[config.mk]
export PLATFORM = sky130hd
export DESIGN_NAME = pio_strobe_gen
export DESIGN_NICKNAME = d
export VERILOG_FILES = /design/src/rtl/pio_strobe_pkg.sv /design/src/rtl/pio_timing_regs.sv /design/src/rtl/pio_cycle_seq.sv /design/src/rtl/pio_strobe_gen.sv
export SDC_FILE = /design/constraint.sdc
export NUM_CORES = 1
export LEC_CHECK = 0
export ABC_AREA = 0
export BUFFER_PORTS_ARGS = -buffer_cell sky130_fd_sc_hd__buf_2
export CAP_MARGIN = 25
export CORE_MARGIN = 3
export CORE_UTILIZATION = 33
export DETAILED_ROUTE_END_ITERATION = 16
export GPL_TIMING_DRIVEN = 0
export PLACE_DENSITY = 0.53
export SETUP_SLACK_MARGIN = 0.05
export SLEW_MARGIN = 5
export SYNTH_ARGS = -nofsm -noshare
export SYNTH_HDL_FRONTEND = slang
export SYNTH_SLANG_ARGS = --single-unit
export TNS_END_PERCENT = 100
[constraint.sdc]
create_clock -name clk -period 2.4 [get_ports clk]
set_input_delay 0.48 -clock clk [delete_from_list [all_inputs] [get_ports clk]]
set_output_delay 0.48 -clock clk [all_outputs]
set_load 0.02 [all_outputs]
[src/rtl/pio_strobe_pkg.sv]
package pio_strobe_pkg;
  parameter int FIELD_W    = 4;
  parameter int NUM_DRIVES = 2;
  parameter int ADDR_W     = 3;
  localparam int BYTE_W    = 2 * FIELD_W;
  localparam int SLOTS     = 3;
  localparam logic [1:0] SETUP_SLOT = 2'd3;

  typedef enum logic [2:0] {PH_IDLE, PH_SETUP, PH_ACTIVE, PH_RECOV, PH_DONE} phase_e;

  typedef struct packed {
    logic [FIELD_W-1:0] setup;
    logic [FIELD_W-1:0] active;
    logic [FIELD_W-1:0] recov;
  } timing_t;

  // slot 0: 16-bit read, slot 1: 16-bit write, slot 2: 8-bit either direction
  function automatic logic [1:0] slot_for(input logic wide, input logic write);
    return wide ? (write ? 2'd1 : 2'd0) : 2'd2;
  endfunction

  function automatic logic [FIELD_W-1:0] active_of(input logic [BYTE_W-1:0] b);
    return b[BYTE_W-1:FIELD_W];
  endfunction

  function automatic logic [FIELD_W-1:0] recov_of(input logic [BYTE_W-1:0] b);
    return b[FIELD_W-1:0];
  endfunction
endpackage

[src/rtl/pio_timing_regs.sv]
module pio_timing_regs
  import pio_strobe_pkg::*;
#(
  parameter int CFG_W = 32
) (
  input  logic                  clk,
  input  logic                  rst_n,
  input  logic                  cfg_we,
  input  logic [ADDR_W-1:0]     cfg_addr,
  input  logic [CFG_W-1:0]      cfg_wdata,
  input  logic [NUM_DRIVES-1:0] cfg_nib_en,
  output logic [CFG_W-1:0]      cfg_rdata,
  input  logic                  lk_drive,
  input  logic [1:0]            lk_slot,
  output timing_t               lk_tim
);
  logic [BYTE_W-1:0]  slot_q  [NUM_DRIVES][SLOTS];
  logic [FIELD_W-1:0] setup_q [NUM_DRIVES];

  logic       addr_drive;
  logic [1:0] addr_slot;
  assign addr_drive = cfg_addr[ADDR_W-1];
  assign addr_slot  = cfg_addr[1:0];

  for (genvar d = 0; d < NUM_DRIVES; d++) begin : g_drive
    always_ff @(posedge clk) begin
      if (!rst_n) begin
        setup_q[d] <= '1;
        for (int s = 0; s < SLOTS; s++) slot_q[d][s] <= '1;
      end else if (cfg_we) begin
        if (addr_slot == SETUP_SLOT) begin
          if (cfg_nib_en[d]) setup_q[d] <= cfg_wdata[d*FIELD_W +: FIELD_W];
        end else if (addr_drive == 1'(d)) begin
          for (int s = 0; s < SLOTS; s++)
            if (addr_slot == 2'(s)) slot_q[d][s] <= cfg_wdata[BYTE_W-1:0];
        end
      end
    end

    // storage of a drive changes only through a register write
    assert_regs_hold_R3: assert property (@(posedge clk) disable iff (!rst_n)
      !cfg_we |=> ($stable(setup_q[d]) && $stable(slot_q[d][0]) &&
                   $stable(slot_q[d][1]) && $stable(slot_q[d][2])));
  end

  always_comb begin
    cfg_rdata = '0;
    if (addr_slot == SETUP_SLOT) begin
      for (int d = 0; d < NUM_DRIVES; d++) cfg_rdata[d*FIELD_W +: FIELD_W] = setup_q[d];
    end else begin
      for (int s = 0; s < SLOTS; s++)
        if (addr_slot == 2'(s)) cfg_rdata[BYTE_W-1:0] = slot_q[addr_drive][s];
    end
  end

  always_comb begin
    lk_tim       = '1;
    lk_tim.setup = setup_q[lk_drive];
    for (int s = 0; s < SLOTS; s++)
      if (lk_slot == 2'(s)) begin
        lk_tim.active = active_of(slot_q[lk_drive][s]);
        lk_tim.recov  = recov_of(slot_q[lk_drive][s]);
      end
  end
endmodule

[src/rtl/pio_cycle_seq.sv]
module pio_cycle_seq
  import pio_strobe_pkg::*;
#(
  parameter int DATA_W = 16
) (
  input  logic              clk,
  input  logic              rst_n,
  input  logic              req_valid,
  output logic              req_ready,
  input  logic              req_drive,
  input  logic              req_write,
  input  logic              req_wide,
  input  logic [DATA_W-1:0] req_wdata,
  input  timing_t           tim,
  output logic              bus_sel,
  output logic              bus_drive,
  output logic              ior,
  output logic              iow,
  output logic [DATA_W-1:0] dd_out,
  output logic              dd_oe,
  input  logic [DATA_W-1:0] dd_in,
  output logic [DATA_W-1:0] rd_data
);
  localparam int HALF_W = DATA_W / 2;
  localparam int RUN_W  = FIELD_W + 2;
  localparam int MAX_RUN = 1 << FIELD_W;

  phase_e             phase_q;
  logic [FIELD_W-1:0] cnt_q;
  timing_t            tim_q;
  logic               wr_q, wide_q, drive_q;
  logic [DATA_W-1:0]  wdata_q, rd_q;
  logic [RUN_W-1:0]   run_q;

  // named internal events
  logic accept, phase_last, strobe_last;
  assign accept      = req_valid && (phase_q == PH_IDLE);
  assign phase_last  = (cnt_q == '0);
  assign strobe_last = (phase_q == PH_ACTIVE) && phase_last;

  always_ff @(posedge clk) begin
    if (!rst_n) begin
      phase_q <= PH_IDLE;
      cnt_q   <= '0;
      tim_q   <= '1;
      wr_q    <= 1'b0;
      wide_q  <= 1'b0;
      drive_q <= 1'b0;
      wdata_q <= '0;
      rd_q    <= '0;
    end else begin
      case (phase_q)
        PH_IDLE: if (accept) begin
          phase_q <= PH_SETUP;
          cnt_q   <= tim.setup;
          tim_q   <= tim;
          wr_q    <= req_write;
          wide_q  <= req_wide;
          drive_q <= req_drive;
          wdata_q <= req_wdata;
        end
        PH_SETUP: if (phase_last) begin
          phase_q <= PH_ACTIVE;
          cnt_q   <= tim_q.active;
        end else cnt_q <= cnt_q - 1'b1;
        PH_ACTIVE: if (phase_last) begin
          phase_q <= PH_RECOV;
          cnt_q   <= tim_q.recov;
          if (!wr_q) rd_q <= wide_q ? dd_in : {{HALF_W{1'b0}}, dd_in[HALF_W-1:0]};
        end else cnt_q <= cnt_q - 1'b1;
        PH_RECOV: if (phase_last) phase_q <= PH_DONE;
                  else cnt_q <= cnt_q - 1'b1;
        default: phase_q <= PH_IDLE;
      endcase
    end
  end

  // length of the current phase, for the bound check
  always_ff @(posedge clk) begin
    if (!rst_n) run_q <= '0;
    else if (accept || (phase_q != PH_IDLE && phase_last)) run_q <= RUN_W'(1);
    else if (phase_q != PH_IDLE && run_q <= RUN_W'(MAX_RUN)) run_q <= run_q + 1'b1;
  end

  assign req_ready = (phase_q == PH_IDLE);
  assign bus_sel   = (phase_q == PH_SETUP) || (phase_q == PH_ACTIVE) || (phase_q == PH_RECOV);
  assign bus_drive = drive_q;
  assign ior       = (phase_q == PH_ACTIVE) && !wr_q;
  assign iow       = (phase_q == PH_ACTIVE) && wr_q;
  assign dd_oe     = wr_q && ((phase_q == PH_SETUP) || (phase_q == PH_ACTIVE));
  assign dd_out    = wdata_q;
  assign rd_data   = rd_q;

  assert_strobe_after_setup_R5: assert property (@(posedge clk) disable iff (!rst_n)
    $rose(ior || iow) |-> $past(phase_q) == PH_SETUP);
  assert_done_then_ready_R5: assert property (@(posedge clk) disable iff (!rst_n)
    (phase_q == PH_DONE) |=> req_ready);
  assert_setup_entry_R6: assert property (@(posedge clk) disable iff (!rst_n)
    (phase_q == PH_SETUP && $past(phase_q) != PH_SETUP) |-> $past(req_valid && req_ready));
  assert_capture_point_R7: assert property (@(posedge clk) disable iff (!rst_n)
    !$stable(rd_q) |-> $past(strobe_last && !wr_q));
  assert_oe_ends_with_strobe_R8: assert property (@(posedge clk) disable iff (!rst_n)
    $fell(dd_oe) |-> $past(iow));
  assert_snapshot_R9: assert property (@(posedge clk) disable iff (!rst_n)
    (phase_q != PH_IDLE && $past(phase_q) != PH_IDLE) |-> $stable(tim_q));
  assert_phase_max_R10: assert property (@(posedge clk) disable iff (!rst_n)
    run_q <= RUN_W'(MAX_RUN));
endmodule

[src/rtl/pio_strobe_gen.sv]
module pio_strobe_gen
  import pio_strobe_pkg::*;
#(
  parameter int CFG_W  = 32,
  parameter int DATA_W = 16
) (
  input  logic                  clk,
  input  logic                  rst_n,
  input  logic                  cfg_we,
  input  logic [ADDR_W-1:0]     cfg_addr,
  input  logic [CFG_W-1:0]      cfg_wdata,
  input  logic [NUM_DRIVES-1:0] cfg_nib_en,
  output logic [CFG_W-1:0]      cfg_rdata,
  input  logic                  req_valid,
  output logic                  req_ready,
  input  logic                  req_drive,
  input  logic                  req_write,
  input  logic                  req_wide,
  input  logic [DATA_W-1:0]     req_wdata,
  output logic                  bus_sel,
  output logic                  bus_drive,
  output logic                  ior,
  output logic                  iow,
  output logic [DATA_W-1:0]     dd_out,
  output logic                  dd_oe,
  input  logic [DATA_W-1:0]     dd_in,
  output logic [DATA_W-1:0]     rd_data,
  output logic                  done
);
  timing_t    sel_tim;
  logic [1:0] sel_slot;
  logic       seq_done_unused;

  assign sel_slot = slot_for(req_wide, req_write);

  pio_timing_regs #(.CFG_W(CFG_W)) regs_i (
    .clk(clk), .rst_n(rst_n), .cfg_we(cfg_we), .cfg_addr(cfg_addr),
    .cfg_wdata(cfg_wdata), .cfg_nib_en(cfg_nib_en), .cfg_rdata(cfg_rdata),
    .lk_drive(req_drive), .lk_slot(sel_slot), .lk_tim(sel_tim)
  );

  pio_cycle_seq #(.DATA_W(DATA_W)) seq_i (
    .clk(clk), .rst_n(rst_n), .req_valid(req_valid), .req_ready(req_ready),
    .req_drive(req_drive), .req_write(req_write), .req_wide(req_wide),
    .req_wdata(req_wdata), .tim(sel_tim), .bus_sel(bus_sel), .bus_drive(bus_drive),
    .ior(ior), .iow(iow), .dd_out(dd_out), .dd_oe(dd_oe), .dd_in(dd_in),
    .rd_data(rd_data)
  );

  // done: one clock after recovery, before idle (neither selected nor ready)
  assign seq_done_unused = 1'b0;
  assign done = !bus_sel && !req_ready && !seq_done_unused;

  assert_done_pulse_R5: assert property (@(posedge clk) disable iff (!rst_n)
    done |=> !done);
endmodule

* Word level (Yosys, flattened, before mapping) *
Memory sizes are Yosys's and may differ from the RTL's.
Index checks and enable logic that the tools add are counted.

storage, ports and cells
  bits in registers = 50
  memory bits (writable) = 56
  input bits = 76
  output and inout bits = 71
  memories kept = 2

cells by class
  add/subtract/negate cells = 1
  equal/unequal tests = 13
  muxes and demuxes = 72
  bitwise logic cells = 9
  reductions and logical operators = 19

memory list
  memory          depth  width  read ports  clocked after Yosys merged registers in  write ports  line                   RTL
  regs_i.slot_q   2      24     2           0                                        2            pio_timing_regs.sv:17  logic [BYTE_W-1:0] slot_q [NUM_DRIVES][SLOTS];
  regs_i.setup_q  2      4      3           0                                        2            pio_timing_regs.sv:18  logic [FIELD_W-1:0] setup_q [NUM_DRIVES];

operators by type and width
  cell                                                                      count
  8-bit two-way mux                                                         13
  1-bit two-way mux                                                         45
  4-bit two-way mux                                                         6
  16-bit two-way mux                                                        1
  4-bit one-hot mux with 4 select lines                                     1
  3-bit two-way mux                                                         4
  3-bit one-hot mux with 4 select lines                                     1
  2-bit by 1-bit inequality test with 1-bit output (second input constant)  4
  1-bit OR                                                                  8
  2-bit == test (second input constant)                                     3
  3-bit by 2-bit == test with 1-bit output (second input constant)          2
  3-bit AND reduction                                                       2
  1-bit logical AND                                                         5
  2-bit by 1-bit == test with 1-bit output (second input constant)          2
  2-bit logical NOT                                                         2
  4-bit logical NOT                                                         1
  4-bit AND reduction                                                       1
  4-bit nonzero test                                                        1
  4-bit by 1-bit subtractor with 4-bit output (second input constant)       1
  3-bit by 1-bit == test with 1-bit output (second input constant)          1
  1-bit logical NOT                                                         3
  3-bit logical NOT                                                         1
  1-bit logical OR                                                          2
  2-bit two-way mux                                                         1
  other kinds (3)                                                           3

* Depth between registers and ports, before layout *
Gate-level depths: netlist of the first run.

  depth after elaboration = 8
  gate-level depth with buffers = 8
  depth with buffers taken out = 6

* Cells and area by module *
A second synthesis of the first run with hierarchy kept.

unflattened totals
  cell total of the unflattened synthesis = 559
  area, all modules = 5657.9 µm²

modules (own cells, without submodules)
  module           instances  cells an instance  area each (µm²)  seq. area each (µm²)
  pio_timing_regs  1          294                3550.9           1681.6
  pio_cycle_seq    1          262                2093.3           1001.0
  pio_strobe_gen   1          3                  13.8             0.0

* Worst setup path before layout of the first run *
OpenSTA, ideal clock, no wires.

  path kind = input to output
  from = in cfg_addr[2]
  to = out cfg_rdata[3]
  arrival time = 1.594 ns
  required time = 1.920 ns
  slack = 0.326 ns
  stages on the path = 6
  path buffers = 2
  path through = buf_2 -> buf_4 -> mux2i_1 -> o22ai_1 -> o21ai_0 -> a21oi_1

between the ends
  word-level cells in the longest chain between the ends = 5

RTL lines
  element                          line                   RTL
  start, declared                  pio_strobe_gen.sv:10   input logic [ADDR_W-1:0] cfg_addr,
  memory read 2 x 24 bit (*)       n/a
  8-bit two-way mux (2 in series)  pio_timing_regs.sv:52  if (addr_slot == 2'(s)) cfg_rdata[BYTE_W-1:0] = slot_q[addr_drive][s];
  8-bit two-way mux (*)            pio_timing_regs.sv:52
  8-bit two-way mux (*)            pio_timing_regs.sv:48  if (addr_slot == SETUP_SLOT) begin
  end, declared                    pio_strobe_gen.sv:13   output logic [CFG_W-1:0] cfg_rdata,

Every way passes the cells marked *; elsewhere a longest branch is shown, timed or not.

* Worst setup path after layout of the first run *
  from = in cfg_addr[2]
  to = out cfg_rdata[2]

Same word-level chain as after synthesis.

==> results of run 1 <==
[synthesized netlist by cell type, drive strengths merged, types with 3 or more instances]
library cell / number
or3: 34
clkbuf: 21
nand2b: 3
mux4: 5
a211oi: 10
a221oi: 7
mux2: 8
dfxtp: 50
nor2: 23
buf: 43
a21oi: 24
or2: 24
edfxtp: 56
a21boi: 35
nand3: 13
o21ai: 20
and2: 3
nand2: 84
nor3: 3
mux2i: 24
inv: 4
a22oi: 3
o211ai: 5
o22ai: 8
[per-layer routing]
layer	share of wire (%)	vias to the layer above	GRT usage (%)
met3	6.2	29	3.60
met5	0	-	0
met4	2.0	0	6.22
li1	-	2123	-
met2	46	182	26.7
met1	45	2044	21.7
[power by group through the flow]
stage | clock [W] | combinational [W] | sequential [W]
final | 0.00141 | 0.00157 | 0.00227
after CTS | 0.00144 | 0.00156 | 0.00227
after global routing | 0.00152 | 0.00172 | 0.00229
after detailed placement | 0 | 0.00156 | 0.00231
after floorplan | 0 | 0.00105 | 0.00235
after global placement | 0 | 0.00153 | 0.00231
[area by class of cell]
cell class,count,area [um2]
fill,1607,9380
sequential,106,2680
multi-input combinational,382,2470
timing repair buffer,98,498
buffer,64,407
tap,216,270
clock buffer,10,229
clock inverter,6,42.5
inverter,5,18.8
[cell families (layout without fill, tap and decap cells)]
kind of cell,count (synthesis),after routing,share of synthesized area [%]
other cells,1,24,0.0691
fa+ha+maj,2,2,0.461
mux,37,37,8.16
compound gates,121,121,15.3
xor+xnor,3,3,0.484
simple gates,195,195,18.5
flops,106,106,49.4
buf+inv,69,183,7.52
[timing repair]
| action | in CTS | in global routing |
|---|---|---|
| gates resized for setup | 2 | 17 |
| cloned | 0 | 0 |
| pin swaps | 0 | 1 |
| setup endpoints to repair | 7 | 7 |
[how the worst min path moves through the flow]
stage                startpoint                to  slack, ns  depth (start not counted)
3_3_place_gp   seq_i.rd_data[2]  seq_i.rd_data[2]       0.44                          2
2_1_floorplan    seq_i.tim_q[6]    seq_i.tim_q[6]       0.45                          2
6_report               dd_in[0]  seq_i.rd_data[0]       0.36                          3
4_1_cts                dd_in[0]  seq_i.rd_data[0]       0.34                          3
3_5_place_dp   seq_i.rd_data[1]  seq_i.rd_data[1]       0.45                          2
5_1_grt                dd_in[0]  seq_i.rd_data[0]       0.35                          3
[registers in the layout, indices dropped and copies added, names as in the netlist]
| signal | count |
|---|---|
| seq_i.wide_q | 1 |
| seq_i.dd_out | 16 |
| regs_i.setup_q | 8 |
| seq_i.cnt_q | 4 |
| regs_i.slot_q | 48 |
| seq_i.tim_q | 8 |
| seq_i.phase_q | 3 |
| seq_i.bus_drive | 1 |
| seq_i.rd_data | 16 |
| seq_i.wr_q | 1 |
[through the flow]
| step | util [%] | power (W) | cells |
|---|---|---|---|
| after global placement | 39.1 | 0.00383 | 866 |
| final | 41.4 | 0.00526 | 887 |
| after floorplan | - | 0.00340 | 557 |
| after global routing | 41.4 | 0.00554 | 887 |
| after detailed placement | 39.3 | 0.00387 | 871 |
| after CTS | 41.0 | 0.00527 | 887 |
[worst reg2reg max path: cells and delay by family, from the launching register on]
| family | cells | cell delay (ns) |
|---|---|---|
| simple gates | 3 | 0.78 |
| flops | 1 | 0.34 |
| buf+inv | 2 | 0.34 |
| fa+ha+maj | 1 | 0.16 |
| compound gates | 1 | 0.08 |
==> run_results.csv, run 1 <==
group,metric,value,unit
route,drt_iter0_markers,283,
timing,drv_slew,0,
route,wl,14900,um
timing,clock_skew,0.00791,ns
setup_path,crit_type,"in2out",
place,portBuffers,93,
power,p_int,0.00344,W
clock_tree,clk_pin_slew,0.07,ns
power,power_density,795,nW/um2
power,seq_power_share,43.2,%
floorplanning,io_pins,147,
setup_path,worst_r2r_endpoint,"seq_i.rd_data[14]",
place,gp_congestion,0.862,
timing,finalSetupViolCount,0,
clock_tree,cts.sinks,106,
setup_path,crit_chain,"clkbuf_4, buf_8, mux2i_2, o22ai_1, a221oi_1, a21oi_1, buf_2",
timing,setup_tns,0,ns
timing,holdWs,0.355,ns
place,dp_worst_setup_slack,-0.0890,ns
global_routing,grt_max_degree,18,
setup_path,cp.depth,7,
final_layout,fin_area,6620,um2
floorplanning,core_area,16000,um2
final_layout,drive_above_1_share,32.5,%
setup_path,critPathMaxFanout,10,
clock_tree,clk_latency,0.36,ns
final_layout,antenna_cells,0,
setup_path,worstPathRequired,1.92,ns
logic_synthesis,avgSynthCellArea,10.2,um2
timing,finalHoldViolCount,0,
route,antenna_left,0,
floorplanning,die-height,134,um
timing,relSlewSlack,43.6,%
setup_path,slowest_delay,0.29,ns
timing,finalCritPeriodShare,96.7,%
hold_path,hold_path.class,"in2reg",
setup_path,crit_path_end,"cfg_rdata[2]",
power,power_frac_clock,26.9,%
route,num_vias,4378,
run,maxCapViolCount,0,
power,combPwrFrac,29.9,%
logic_synthesis,synthArstFlopShare,0,%
setup_path,rr_startpoint,"seq_i.cnt_q[0]",
clock_tree,cts-root-buf,"clkbuf_16",
logic_synthesis,synth_cell_types,57,
setup_path,crit_path_start,"cfg_addr[2]",
setup_path,crit_path_end_kind,"output port",
logic_synthesis,syn_area,5430,um2
clock_tree,numCtsBuffers,9,
floorplanning,die_w,134,um
setup_path,ff2ff_setup_slack,0.60,ns
final_layout,nets,744,
logic_synthesis,syn_inst,534,
floorplanning,row_count,46,
final_layout,final_common_cell,"buf_2",
clock_tree,postCtsSetupBuffers,0,
clock_tree,cts_max_level,3,
setup_path,slowest_stage,"mux2i_2",
global_routing,grt_pass1_wl,23000,um
logic_synthesis,synth_flop_cell,"edfxtp_1",
setup_path,critPathTopFamily,"buffers and inverters",
logic_synthesis,yosysSeqAreaShare,49.4,%
route,detail_route.vias_per_cell,4.94,
global_routing,overflow,0,
global_routing,grt_pass1_vias,4229,
global_routing,grt_antenna_before_repair,0,
floorplanning,initial_core_util,33.9,%
place,place.detailed.hpwl,11400,um
final_layout,layout-area-overhead-vs-synth,22.0,%
timing,max_freq,0.431,GHz
logic_synthesis,post-synth-top-area-fraction,31.0,%
setup_path,worstRegToRegCells,7,
power,p_leak,2.60,nW
outcome,status,"complete, no violations",
clock_tree,cts_tree,"done",
setup_path,crit_buf_inv,3,
clock_tree,cts_max_path_buffers,2,
setup_path,critPathLaunchType,"input port",
route,wl_per_cell,16.8,um
route,drt-pass1-iter-count,6,
power,switching_share,34.6,%
logic_synthesis,netlist_top_cells_area,"edfxtp_1, dfxtp_1, nand2_1",
final_layout,final_cell_mix,"buf_2, nand2_1, edfxtp_1",
logic_synthesis,synth_edf_count,56,
timing,tightest_slew,0.842,ns
power,p_sw,0.00182,W
setup_path,arrival,1.84,ns
global_routing,grt.total_usage,16.5,%
logic_synthesis,synth_seq_cells,106,
logic_synthesis,synth_warnings,0,
clock_tree,hold_buffers,0,
timing,layout_setup_ws,0.0782,ns
route,route.detailed.drc,0,
floorplanning,dieArea,18000,um2
power,worst_ir_drop_vdd,398,uV
timing,post-route-min-period,2.32,ns
place,dpl_cell_area,6290,um2
timing,grt_setup_unrepaired,"true",
logic_synthesis,yosys.area.top_type,"edfxtp_1",
No activity file was read; power rests on OpenSTA's default activity.
==> run 2, diff against run 1 <==
--- a/config.mk
+++ b/config.mk
@@ -12,7 +12,7 @@
 export CORE_UTILIZATION = 33
 export DETAILED_ROUTE_END_ITERATION = 16
 export GPL_TIMING_DRIVEN = 0
-export PLACE_DENSITY = 0.53
+export PLACE_DENSITY = 0.56
 export SETUP_SLACK_MARGIN = 0.05
 export SLEW_MARGIN = 5
 export SYNTH_ARGS = -nofsm -noshare
==> run 2 against run 1 <==
- setup slack better by 0.014 ns
- sequential share of layout area fell by 0.15 points
- combinational power hardly changed
- clock power increased by 6%
- sequential power is essentially flat
- critical endpoint unchanged
- worst hold slack worse by 0.0028 ns
==> run_results.csv, run 2 (same netlist as run 1, synthesis figures left out) <==
group,metric,value,unit
outcome,status,"complete, no violations",
final_layout,utilization,41.5,%
timing,finalHoldViolCount,0,
place,place.detailed.hpwl,11500,um
run,maxCapViolCount,0,
final_layout,fillers,1604,
final_layout,drive_above_1_share,32.5,%
route,antenna_left,0,
clock_tree,postCtsSetupBuffers,0,
setup_path,worstPathRequired,1.92,ns
timing,tightest_slew,0.963,ns
global_routing,grt_max_degree,18,
timing,relSlewSlack,35.4,%
floorplanning,die-height,134,um
power,worst_ir_drop_vdd,409,uV
route,detail_route.vias_per_cell,4.99,
final_layout,largest_reg_flops,48,
setup_path,crit_chain,"buf_4, buf_8, mux2i_2, o22ai_2, a221oi_1, a21oi_1, buf_2",
timing,clock_skew,0.00812,ns
global_routing,grt_pass1_vias,4306,
clock_tree,clk_latency,0.36,ns
global_routing,grt.total_usage,16.7,%
floorplanning,row_count,46,
global_routing,grt_pass1_wl,23300,um
place,dpl_cell_area,6290,um2
floorplanning,dieArea,18000,um2
clock_tree,cts-root-buf,"clkbuf_16",
route,num_vias,4424,
route,drt_iter0_markers,358,
clock_tree,cts_tree,"done",
global_routing,grt_antenna_before_repair,0,
floorplanning,core_area,16000,um2
final_layout,nets,743,
setup_path,critPathLaunchType,"input port",
power,power_density,804,nW/um2
floorplanning,io_pins,147,
floorplanning,initial_core_util,33.9,%
setup_path,crit_type,"in2out",
final_layout,layout-area-overhead-vs-synth,22.4,%
setup_path,slowest_delay,0.30,ns
timing,drv_slew,0,
final_layout,fin_area,6640,um2
setup_path,slowest_stage,"mux2i_2",
hold_path,hold_path.class,"in2reg",
timing,finalSetupViolCount,0,
route,route.detailed.drc,0,
clock_tree,cts_max_path_buffers,2,
setup_path,crit_path_end_kind,"output port",
clock_tree,cts_max_level,3,
final_layout,largest_register,"regs_i.slot_q",
place,gp_congestion,0.890,
route,wl_per_cell,17.1,um
floorplanning,die_w,134,um
timing,grt_setup_unrepaired,"true",
clock_tree,numCtsBuffers,9,
route,drt-pass1-iter-count,5,
final_layout,antenna_cells,0,
timing,finalCritPeriodShare,96.2,%
place,portBuffers,93,
final_layout,final_cell_mix,"buf_2, nand2_1, edfxtp_1",
timing,post-route-min-period,2.31,ns
clock_tree,cts.sinks,106,
setup_path,critPathMaxFanout,10,
power,p_leak,2.61,nW
final_layout,final_common_cell,"buf_2",
clock_tree,clk_pin_slew,0.07,ns
timing,max_freq,0.433,GHz
global_routing,overflow,0,
power,report.power.total,0.00534,W
route,wl,15200,um
setup_path,arrival,1.83,ns
clock_tree,hold_buffers,0,
run 2: power breakdown:
part	internal, W	switching (W)
Combinational	0.000617	0.000956
Sequential	0.00212	0.000151
Clock	0.000805	0.000687
run 2: final cells by class:
type | count | area, um2 | area share [%]
sequential | 106 | 2680 | 40.4
multi-input combinational | 382 | 2470 | 37.3
tap | 216 | 270 | 4.07
clock inverter | 7 | 67.6 | 1.02
buffer | 64 | 409 | 6.16
inverter | 5 | 18.8 | 0.283
clock buffer | 9 | 225 | 3.39
timing repair buffer | 97 | 493 | 7.42
run 2: critical path, delay by kind of cell:
family,cells,cell delay [ns]
buffers and inverters,3,0.56
AO/OA/AOI/OAI,3,0.47
multiplexers,1,0.30
run 2: through the flow:
stage / setup TNS (ns) / instances / hold WS [ns] / setup slack [ns]
global route: 0 / 886 / 0.342 / 0.0313
floorplan: 0 / 557 / 0.450 / 0.326
detailed placement: -2.22 / 870 / 0.447 / -0.131
global placement: -16.88 / 866 / 0.438 / -0.491
finish: 0 / 886 / 0.352 / 0.0917
CTS: 0 / 886 / 0.341 / 0.0952
run 2: timing repair:
| item | CTS | global route |
|---|---|---|
| pin swaps | 0 | 0 |
| endpoints found under the hold margin | 0 | 0 |
| resized for setup | 5 | 14 |
| endpoints found under the setup margin | 7 | 7 |
run 2: per-layer routing:
| metal | global-route usage, % | vias to the layer above | wire length, um |
|---|---|---|---|
| met4 | 5.71 | 0 | 324 |
| met5 | 0 | - | 0 |
| met1 | 21.2 | 2074 | 6570 |
| met3 | 4.01 | 30 | 1180 |
| li1 | - | 2126 | - |
| met2 | 27.8 | 194 | 7110 |
run 2: final timing paths:
| path | start | endpoint | slack, ns | depth (start not counted) |
|---|---|---|---|---|
| min | dd_in[1] | seq_i.rd_data[1] | 0.35 | 3 |
| max | cfg_addr[2] | cfg_rdata[2] | 0.09 | 7 |
| max reg2reg | seq_i.cnt_q[0] | seq_i.rd_data[12] | 0.60 | 7 |
| min reg2reg | seq_i.bus_drive | seq_i.bus_drive | 0.45 | 2 |
